$ cat config.mk
export PLATFORM = sky130hd
export DESIGN_NAME = idx_cycle_cost
export DESIGN_NICKNAME = d
export VERILOG_FILES = /design/src/rtl/cost_pkg.sv /design/src/rtl/addr_unit.sv /design/src/rtl/page_cross.sv /design/src/rtl/cycle_total.sv /design/src/rtl/idx_cycle_cost.sv
export SDC_FILE = /design/constraint.sdc
export NUM_CORES = 1
export LEC_CHECK = 0
export BUFFER_PORTS_ARGS = -buffer_cell sky130_fd_sc_hd__buf_2
export CAP_MARGIN = 40
export CELL_PAD_IN_SITES_DETAIL_PLACEMENT = 0
export CELL_PAD_IN_SITES_GLOBAL_PLACEMENT = 2
export CORE_UTILIZATION = 27
export CTS_CLUSTER_SIZE = 28
export DETAILED_ROUTE_END_ITERATION = 6
export MAX_ROUTING_LAYER = met4
export PLACE_DENSITY = 0.89
export SETUP_SLACK_MARGIN = 0.4
export SLEW_MARGIN = 20
export SYNTH_ARGS = -nofsm -noshare
export SYNTH_HDL_FRONTEND = slang
export SYNTH_SLANG_ARGS = --single-unit
export TNS_END_PERCENT = 1
$ cat constraint.sdc
create_clock -name clk -period 3.4 [get_ports clk]
set_input_delay 0.17 -clock clk [delete_from_list [all_inputs] [get_ports clk]]
set_output_delay 0.17 -clock clk [all_outputs]
set_load 0.005 [all_outputs]
$ cat src/rtl/cost_pkg.sv
package cost_pkg;
  typedef enum logic [2:0] {
    AM_DIRECT   = 3'd0,
    AM_ABS_X    = 3'd1,
    AM_ABS_Y    = 3'd2,
    AM_PTR_Y    = 3'd3,
    AM_ZP_X     = 3'd4,
    AM_ZP_Y     = 3'd5,
    AM_ZP_PTR_X = 3'd6,
    AM_BRANCH   = 3'd7
  } amode_t;

  function automatic logic is_far_indexed(amode_t m);
    return (m == AM_ABS_X) || (m == AM_ABS_Y) || (m == AM_PTR_Y);
  endfunction

  function automatic logic is_zp_wrapped(amode_t m);
    return (m == AM_ZP_X) || (m == AM_ZP_Y) || (m == AM_ZP_PTR_X);
  endfunction
endpackage

$ cat src/rtl/addr_unit.sv
module addr_unit
  import cost_pkg::*;
#(
  parameter int ADDR_W = 16,
  parameter int IDX_W  = 8,
  parameter int PAGE_W = 8,
  parameter int DISP_W = 8
) (
  input  amode_t              mode,
  input  logic [ADDR_W-1:0]   base_addr,
  input  logic [IDX_W-1:0]    index_val,
  input  logic                br_taken,
  input  logic [DISP_W-1:0]   br_disp,
  input  logic [ADDR_W-1:0]   pc_next,
  output logic [ADDR_W-1:0]   eff_addr,
  output logic [ADDR_W-1:0]   ref_addr
);
  logic [ADDR_W-1:0] far_sum;
  logic [PAGE_W-1:0] zp_sum;
  logic [ADDR_W-1:0] disp_ext;

  assign far_sum  = base_addr + ADDR_W'(index_val);
  assign zp_sum   = base_addr[PAGE_W-1:0] + PAGE_W'(index_val);
  assign disp_ext = {{(ADDR_W-DISP_W){br_disp[DISP_W-1]}}, br_disp};

  always_comb begin
    ref_addr = base_addr;
    eff_addr = base_addr;
    if (mode == AM_BRANCH) begin
      ref_addr = pc_next;
      eff_addr = br_taken ? pc_next + disp_ext : pc_next;
    end else if (is_far_indexed(mode)) begin
      eff_addr = far_sum;
    end else if (is_zp_wrapped(mode)) begin
      eff_addr = {{(ADDR_W-PAGE_W){1'b0}}, zp_sum};
    end
  end
endmodule

$ cat src/rtl/page_cross.sv
module page_cross #(
  parameter int ADDR_W = 16,
  parameter int PAGE_W = 8
) (
  input  logic [ADDR_W-1:0] from_addr,
  input  logic [ADDR_W-1:0] to_addr,
  output logic              crossed
);
  logic [ADDR_W-1:0] diff;
  assign diff    = from_addr ^ to_addr;
  assign crossed = |diff[ADDR_W-1:PAGE_W];
endmodule

$ cat src/rtl/cycle_total.sv
module cycle_total
  import cost_pkg::*;
#(
  parameter int CYC_W      = 4,
  parameter int BR_BASE    = 2
) (
  input  amode_t           mode,
  input  logic [CYC_W-1:0] base_cyc,
  input  logic             rd_only,
  input  logic             br_taken,
  input  logic             crossed,
  output logic [CYC_W-1:0] total
);
  localparam int SUM_W = CYC_W + 2;
  localparam logic [SUM_W-1:0] CYC_MAX = SUM_W'((1 << CYC_W) - 1);

  logic [SUM_W-1:0] sum;

  always_comb begin
    if (mode == AM_BRANCH) begin
      sum = SUM_W'(BR_BASE) + SUM_W'(br_taken) + SUM_W'(br_taken & crossed);
    end else begin
      sum = SUM_W'(base_cyc) + SUM_W'(is_far_indexed(mode) & rd_only & crossed);
    end
    total = (sum > CYC_MAX) ? CYC_MAX[CYC_W-1:0] : sum[CYC_W-1:0];
  end
endmodule

$ cat src/rtl/idx_cycle_cost.sv
module idx_cycle_cost
  import cost_pkg::*;
#(
  parameter int ADDR_W = 16,
  parameter int IDX_W  = 8,
  parameter int PAGE_W = 8,
  parameter int DISP_W = 8,
  parameter int CYC_W  = 4
) (
  input  logic              clk,
  input  logic              rst,
  input  logic              start,
  input  logic [CYC_W-1:0]  base_cyc,
  input  logic [2:0]        mode,
  input  logic              rd_only,
  input  logic [ADDR_W-1:0] base_addr,
  input  logic [IDX_W-1:0]  index_val,
  input  logic              br_taken,
  input  logic [DISP_W-1:0] br_disp,
  input  logic [ADDR_W-1:0] pc_next,
  output logic [ADDR_W-1:0] res_addr,
  output logic [CYC_W-1:0]  res_cycles,
  output logic              res_valid
);
  amode_t            mode_e;
  logic [ADDR_W-1:0] eff_addr;
  logic [ADDR_W-1:0] ref_addr;
  logic              crossed;
  logic [CYC_W-1:0]  total;

  assign mode_e = amode_t'(mode);

  addr_unit #(
    .ADDR_W(ADDR_W), .IDX_W(IDX_W), .PAGE_W(PAGE_W), .DISP_W(DISP_W)
  ) u_addr (
    .mode(mode_e), .base_addr(base_addr), .index_val(index_val),
    .br_taken(br_taken), .br_disp(br_disp), .pc_next(pc_next),
    .eff_addr(eff_addr), .ref_addr(ref_addr)
  );

  page_cross #(.ADDR_W(ADDR_W), .PAGE_W(PAGE_W)) u_cross (
    .from_addr(ref_addr), .to_addr(eff_addr), .crossed(crossed)
  );

  cycle_total #(.CYC_W(CYC_W)) u_total (
    .mode(mode_e), .base_cyc(base_cyc), .rd_only(rd_only),
    .br_taken(br_taken), .crossed(crossed), .total(total)
  );

  always_ff @(posedge clk) begin
    if (rst) begin
      res_addr   <= '0;
      res_cycles <= '0;
      res_valid  <= 1'b0;
    end else begin
      res_valid <= start;
      if (start) begin
        res_addr   <= eff_addr;
        res_cycles <= total;
      end
    end
  end
endmodule

Word level (Yosys, flattened, before mapping)
Index checks and enable logic that the tools add are counted.
{"block": "classes", "n_addsub": 6, "multipliers": 0, "div": 0, "magnitude_cmp": 1, "eq_ne": 7, "shift": 0, "muxes": 7, "bitwise": 4, "n_reduce_logical": 5}
{"op": "two-way mux 16 bit", "count": 5}
{"op": "adder 16 bit", "count": 1}
{"op": "adder 16 x 8 -> 16 bit", "count": 1}
{"op": "bitwise XOR 16 bit", "count": 1}
{"op": "equality test 3 bit, second input constant", "count": 4}
{"op": "adder 8 bit", "count": 1}
{"op": "OR reduction 8 bit", "count": 1}
{"op": "adder 4 x 6 -> 6 bit", "count": 1}
{"op": "adder 6 bit", "count": 1}
{"op": "bitwise AND 6 x 1 -> 6 bit", "count": 1}
{"op": "equality test 3 x 2 -> 1 bit, second input constant", "count": 2}
{"op": "> comparator 6 x 4 -> 1 bit, second input constant", "count": 1}
{"op": "two-way mux 6 bit", "count": 1}
{"op": "logical OR 1 bit", "count": 4}
{"op": "two-way mux 4 bit", "count": 1}
{"op": "adder 2 x 1 -> 3 bit, first input constant", "count": 1}
{"op": "equality test 3 x 1 -> 1 bit, second input constant", "count": 1}
{"op": "bitwise AND 1 bit", "count": 2}
{"block": "totals", "register_bits": 21, "latchBits": 0, "ramBits": 0, "romBits": 0, "input_bits": 60, "output_inout_bits": 21, "elab_cells": 33, "memories": 0}

Logic depth before layout (Yosys ltp)
{"block": "logic_depth", "depth_word": 13, "depth_mapped": 16, "mapped_depth_nobuf": 16}

Hierarchy
Synthesis repeated with hierarchy kept, for this count alone.
{"block": "hier_totals", "cells_unflattened": 369, "area_unflattened_um2": 2798.9}
{"module": "addr_unit", "instances": 1, "cells_each": 271, "area_per_inst_um2": 1828.0, "seq_area_each_um2": 0.0}
{"module": "idx_cycle_cost", "instances": 1, "cells_each": 67, "area_per_inst_um2": 760.7, "seq_area_each_um2": 420.4}
{"module": "cycle_total", "instances": 1, "cells_each": 20, "area_per_inst_um2": 123.9, "seq_area_each_um2": 0.0}
{"module": "page_cross", "instances": 1, "cells_each": 11, "area_per_inst_um2": 86.3, "seq_area_each_um2": 0.0}

Worst setup path after synthesis
OpenSTA, ideal clock, no wires.
{"block": "synth_timing", "kind": "input-to-reg", "start": "input br_disp[0]", "end": "register res_cycles[2]", "setup_time_ns": 0.120, "arrival_ns": 3.257, "required_time_ns": 3.280, "slack_ns": 0.023, "stages": 16, "n_path_buf": 0, "path_cell_list": "ha_1 > fa_1 > a211oi_2 > o211ai_2 > a31o_1 > a21oi_4 > xnor2_1 > o31ai_1 > nand4_1 > o211a_1 > ha_1 > ha_1 > xnor2_1 > o211ai_1 > o221a_2 > o31a_1"}
{"block": "synth_via", "elab_chain_len": 10, "elab_cells_between_ends": 12, "classes_between": "3 x add/sub; 1 x order compare; 4 x mux; 3 x bitwise; 1 x reduce/logical"}
{"element": "start, declared", "line_no": "idx_cycle_cost.sv:19", "source": "input logic [DISP_W-1:0] br_disp,"}
{"element": "adder 16 bit *", "line_no": "addr_unit.sv:31", "source": "eff_addr = br_taken ? pc_next + disp_ext : pc_next;"}
{"element": "two-way mux 16 bit *", "line_no": "addr_unit.sv:31"}
{"element": "two-way mux 16 bit *", "line_no": "addr_unit.sv:29", "source": "if (mode == AM_BRANCH) begin"}
{"element": "bitwise XOR 16 bit *", "line_no": "page_cross.sv:10", "source": "assign diff = from_addr ^ to_addr;"}
{"element": "OR reduction 8 bit *", "line_no": "page_cross.sv:11", "source": "assign crossed = |diff[ADDR_W-1:PAGE_W];"}
{"element": "bitwise AND 6 x 1 -> 6 bit / bitwise AND 1 bit (equally long branches)", "line_no": "cycle_total.sv:23, cycle_total.sv:21"}
{"element": "adder 4 x 6 -> 6 bit / adder 6 bit (equally long branches)", "line_no": "cycle_total.sv:23, cycle_total.sv:21"}
{"element": "two-way mux 6 bit *", "line_no": "cycle_total.sv:20", "source": "if (mode == AM_BRANCH) begin"}
{"element": "> comparator 6 x 4 -> 1 bit", "line_no": "cycle_total.sv:25", "source": "total = (sum > CYC_MAX) ? CYC_MAX[CYC_W-1:0] : sum[CYC_W-1:0];"}
{"element": "two-way mux 4 bit *", "line_no": "cycle_total.sv:25"}
{"element": "end signal, assigned", "line_no": "idx_cycle_cost.sv:59", "source": "res_cycles <= total;"}
{"element": "end, declared", "line_no": "idx_cycle_cost.sv:22", "source": "output logic [CYC_W-1:0] res_cycles,"}
Every way passes the cells marked *; elsewhere a longest branch is shown, timed or not.
A chain may end at the register's enable or synchronous reset.

Final worst setup path
{"block": "layout_timing", "start": "input pc_next[0]", "end": "register res_cycles[2]"}
{"block": "layout_via", "elab_chain_len": 10, "elab_cells_between_ends": 12, "classes_between": "3 x add/sub; 1 x order compare; 4 x mux; 3 x bitwise; 1 x reduce/logical"}
{"element": "start, declared", "line_no": "idx_cycle_cost.sv:20", "source": "input logic [ADDR_W-1:0] pc_next,"}
{"element": "adder 16 bit *", "line_no": "addr_unit.sv:31"}
{"element": "two-way mux 16 bit *", "line_no": "addr_unit.sv:31"}
{"element": "two-way mux 16 bit *", "line_no": "addr_unit.sv:29"}
{"element": "bitwise XOR 16 bit *", "line_no": "page_cross.sv:10"}
{"element": "OR reduction 8 bit *", "line_no": "page_cross.sv:11"}
{"element": "bitwise AND 6 x 1 -> 6 bit / bitwise AND 1 bit (equally long branches)", "line_no": "cycle_total.sv:23, cycle_total.sv:21"}
{"element": "adder 4 x 6 -> 6 bit / adder 6 bit (equally long branches)", "line_no": "cycle_total.sv:23, cycle_total.sv:21"}
{"element": "two-way mux 6 bit *", "line_no": "cycle_total.sv:20"}
{"element": "> comparator 6 x 4 -> 1 bit", "line_no": "cycle_total.sv:25"}
{"element": "two-way mux 4 bit *", "line_no": "cycle_total.sv:25"}
Marked as above.

==> impl_metrics.env <==
export IMPL_grt_pass1_wl_mm=13.8
export IMPL_cpPeakStageDelay_ps=340
export IMPL_placement_rows=36
export IMPL_core_area_um2=9860
export IMPL_dr_first_iter_drc_count=81
export IMPL_holdWs_ps=259
export IMPL_path_class="primary input to flop"
export IMPL_cpMaxStageDelayCell="fa_2"
export IMPL_grt_antenna_before_repair=0
export IMPL_reg2reg_depth=4
export IMPL_synthArstFlopShare_pct=0
export IMPL_synth_warnings=0
export IMPL_crit_family="compound AO/OA/AOI/OAI gates"
export IMPL_dp_slack_ps=-149
export IMPL_synth_area_um2=2780
export IMPL_detail_route_antenna_nets=0
export IMPL_start_util_pct=28.2
export IMPL_crit_chain="buf_6 > ha_4 > fa_2 > a211oi_2 > o211ai_2 > a21bo_1 > a21oi_2 > xnor2_1 > o31ai_1 > nand4_1 > o211a_1 > ha_4 > ha_4 > xnor2_2 > o211ai_1 > o221a_2 > o31a_1"
export IMPL_worstPathArrival_ps=3390
export IMPL_gp_congestion=0.885
export IMPL_cts_made_buffers=3
export IMPL_period_minus_slack_ps=3190
export IMPL_hold_violations=0
export IMPL_min_path_cells=3
export IMPL_synth_fa_ha_area_share_pct=12.7
export IMPL_synth_mux_area_share_pct=3.37
export IMPL_htreeDepth=1
export IMPL_fin_ws_ps=215
export IMPL_cts_tree="yes"
export IMPL_post_dp_hpwl_mm=7.04
export IMPL_setup_tns_ps=0
export IMPL_sequentialPowerShare_pct=28.6
export IMPL_skew_ps=0
export IMPL_first_global_vias=2856
export IMPL_path_buf_inv=1
export IMPL_cts_root_buf="clkbuf_8"
export IMPL_clockPowerShare_pct=16.9
export IMPL_end_kind="flop"
export IMPL_synth_simple_area_share_pct=21.0
export IMPL_critical_path_required_ps=3610
export IMPL_r2r_end="res_cycles[1]"
export IMPL_drv_cap=0
export IMPL_finalPower_mw=0.971
export IMPL_r2r_slack_ps=2360
export IMPL_synth_top_family_by_area="compound AO/OA/AOI/OAI gates"
export IMPL_ys_seq_area_share_pct=15.1
export IMPL_ys_types=69
export IMPL_grt_ovfl_total=0
export IMPL_outcome="finished clean"
export IMPL_num_vias=3070
export IMPL_endpoint="res_cycles[2]"
export IMPL_synth_avg_cell_area_um2=7.60
export IMPL_wl_mm=8.70
export IMPL_cts_sinks=21
export IMPL_syn_instance_count=366
export IMPL_rsz0062_at_grt="yes"
export IMPL_finalSetupViolations=0
export IMPL_grt_max_degree=27
export IMPL_worst_slew_pin_slew_ps=553
export IMPL_cts_hold_buffers_added=0
export IMPL_synth_xor_area_share_pct=8.37
export IMPL_r2r_start="res_cycles[1]"
export IMPL_portBuffers=80
export IMPL_final_max_slew_viol_count=0
export IMPL_clockBufferDepth=2
export IMPL_layout_drive_gt1_share_pct=31.2
export IMPL_synth_compound_area_share_pct=35.6
export IMPL_die_height_um=103
export IMPL_max_freq_mhz=314
export IMPL_combPwrFrac_pct=54.4
export IMPL_slew_headroom_pct=62.9
export IMPL_power_density_nw_per_um2=267
export IMPL_leakage_nw=1.56
export IMPL_areaGrowthSynthToFinish_pct=30.6
export IMPL_fin_nets=546
export IMPL_clk_latency_ps=250
export IMPL_yosys_area_top_type="dfxtp_1"
export IMPL_worstHoldStart="base_cyc[3]"
export IMPL_period_share_pct=93.7
export IMPL_vias_per_cell=5.19
export IMPL_synth_commonest_cells="nand2_1 (43), a21oi_1 (42), ha_1 (25), nor2_1 (25), dfxtp_1 (21)"
export IMPL_vdd_ir_drop_max_mv=0.113
export IMPL_synth_enable_flop_cells=0
export IMPL_critPathLaunchType="primary input"
export IMPL_min_path_type="primary input to flop"
export IMPL_power_internal_mw=0.600
export IMPL_switching_share_pct=38.2
export IMPL_synth_most_common_cell="nand2_1"
export IMPL_ys_ff_latch=21
export IMPL_route_detailed_drc=0
export IMPL_drtPass1Iterations=4
export IMPL_synth_area_top_cells="dfxtp_1 (15%), ha_1 (11%), a21oi_1 (7.6%), nand2_1 (5.8%), xnor2_1 (5.4%)"
export IMPL_antenna_cells=0
export IMPL_p_sw_mw=0.371
export IMPL_die_width_um=103
export IMPL_synth_top_area_share_pct=15.1
export IMPL_ios=81
export IMPL_synth_flop_cell="dfxtp_1"
export IMPL_critPathMostFrequentCell="ha_4"
export IMPL_grtUsageTotal_pct=16.6
export IMPL_cp_num_cells=17
export IMPL_dieArea_um2=10700
export IMPL_syn_nets=453
export IMPL_wl_per_cell_um=14.7
export IMPL_path_clk_slew_ps=80
export IMPL_critPathLaunch="pc_next[0]"
export IMPL_crit_path_max_fanout=3
==> metal layers <==
layer	share of wire [%]	wire [um]	track usage [%]	vias to the layer above
li1	-	-	-	1574
met1	48	4140	21.9	1435
met2	48	4210	28.8	59
met3	3.6	313	0.470	2
met4	0.46	40	2.60	0
met5	0	0	-	-
==> area by class of cell <==
| cell class | count | area [um^2] |
|---|---|---|
| Fill cell | 1067 | 6230 |
| Clock buffer | 4 | 45.0 |
| Sequential cell | 21 | 420 |
| Multi-Input combinational cell | 317 | 2350 |
| Tap cell | 133 | 166 |
| Timing Repair Buffer | 106 | 608 |
| Inverter | 10 | 37.5 |
==> cell families after synthesis <==
family,Yosys count
multiplexers,9
buffers and inverters,28
adder cells (fa/ha/maj),27
AND/OR/NAND/NOR,122
XOR/XNOR,25
AO/OA/AOI/OAI,134
flip-flops,21
==> repair_timing <==
| action | CTS | global route |
|---|---|---|
| buffers inserted | 3 | 4 |
| hold endpoints to repair | 0 | 0 |
| pin swaps | 16 | 12 |
| gates resized for setup | 6 | 6 |
| setup endpoints to repair | 4 | 4 |
==> worst min path at each step <==
stage,endpoint,slack (ps)
2_1_floorplan,res_cycles[3],390
3_3_place_gp,res_cycles[3],460
3_5_place_dp,res_cycles[3],470
4_1_cts,res_cycles[3],260
5_1_grt,res_addr[15],290
6_report,res_cycles[3],260
==> placed cells by master (no fill, tap or decap), types with 7 or more instances in the layout <==
cell type,synthesis,final
dfxtp_1,21,21
a21o_1,7,7
nor2_1,25,25
nand3_1,9,9
o21ai_0,10,10
inv_1,9,9
o211ai_1,14,14
buf_4,0,26
xnor2_1,17,16
ha_1,25,18
a21oi_1,42,41
buf_2,1,78
a211oi_1,14,13
xor2_1,7,7
nand2_1,43,43
nor3_1,12,12
==> through the flow <==
| step | instance area (um^2) | util (%) | instances |
|---|---|---|---|
| 2_1_floorplan | 2820 | - | 366 |
| 3_3_place_gp | 3460 | 35.0 | 580 |
| 3_5_place_dp | 3460 | 35.0 | 580 |
| 4_1_cts | 3570 | 36.2 | 587 |
| 5_1_grt | 3630 | 36.8 | 591 |
| 6_report | 3630 | 36.8 | 591 |
==> worst register-to-register path, cell delays in order, from the launching register on <==
cell and delay (ps):
dfxtp_1 310, o21ai_0 320, nor3_1 90, nor2_1 130, o41ai_2 70
==> power groups by stage <==
stage	registers, mW	logic [mW]	clock network [mW]
after floorplan	0.283	0.331	0
after CTS	0.278	0.515	0.167
after global placement	0.283	0.493	0
after detailed placement	0.283	0.501	0
after global routing	0.280	0.585	0.178
final	0.278	0.529	0.164
==> state kept, by name (all words and copies together) (netlist names) <==
signal      count
res_addr       16
res_cycles      4
res_valid       1
No activity file was read; power rests on OpenSTA's default activity.
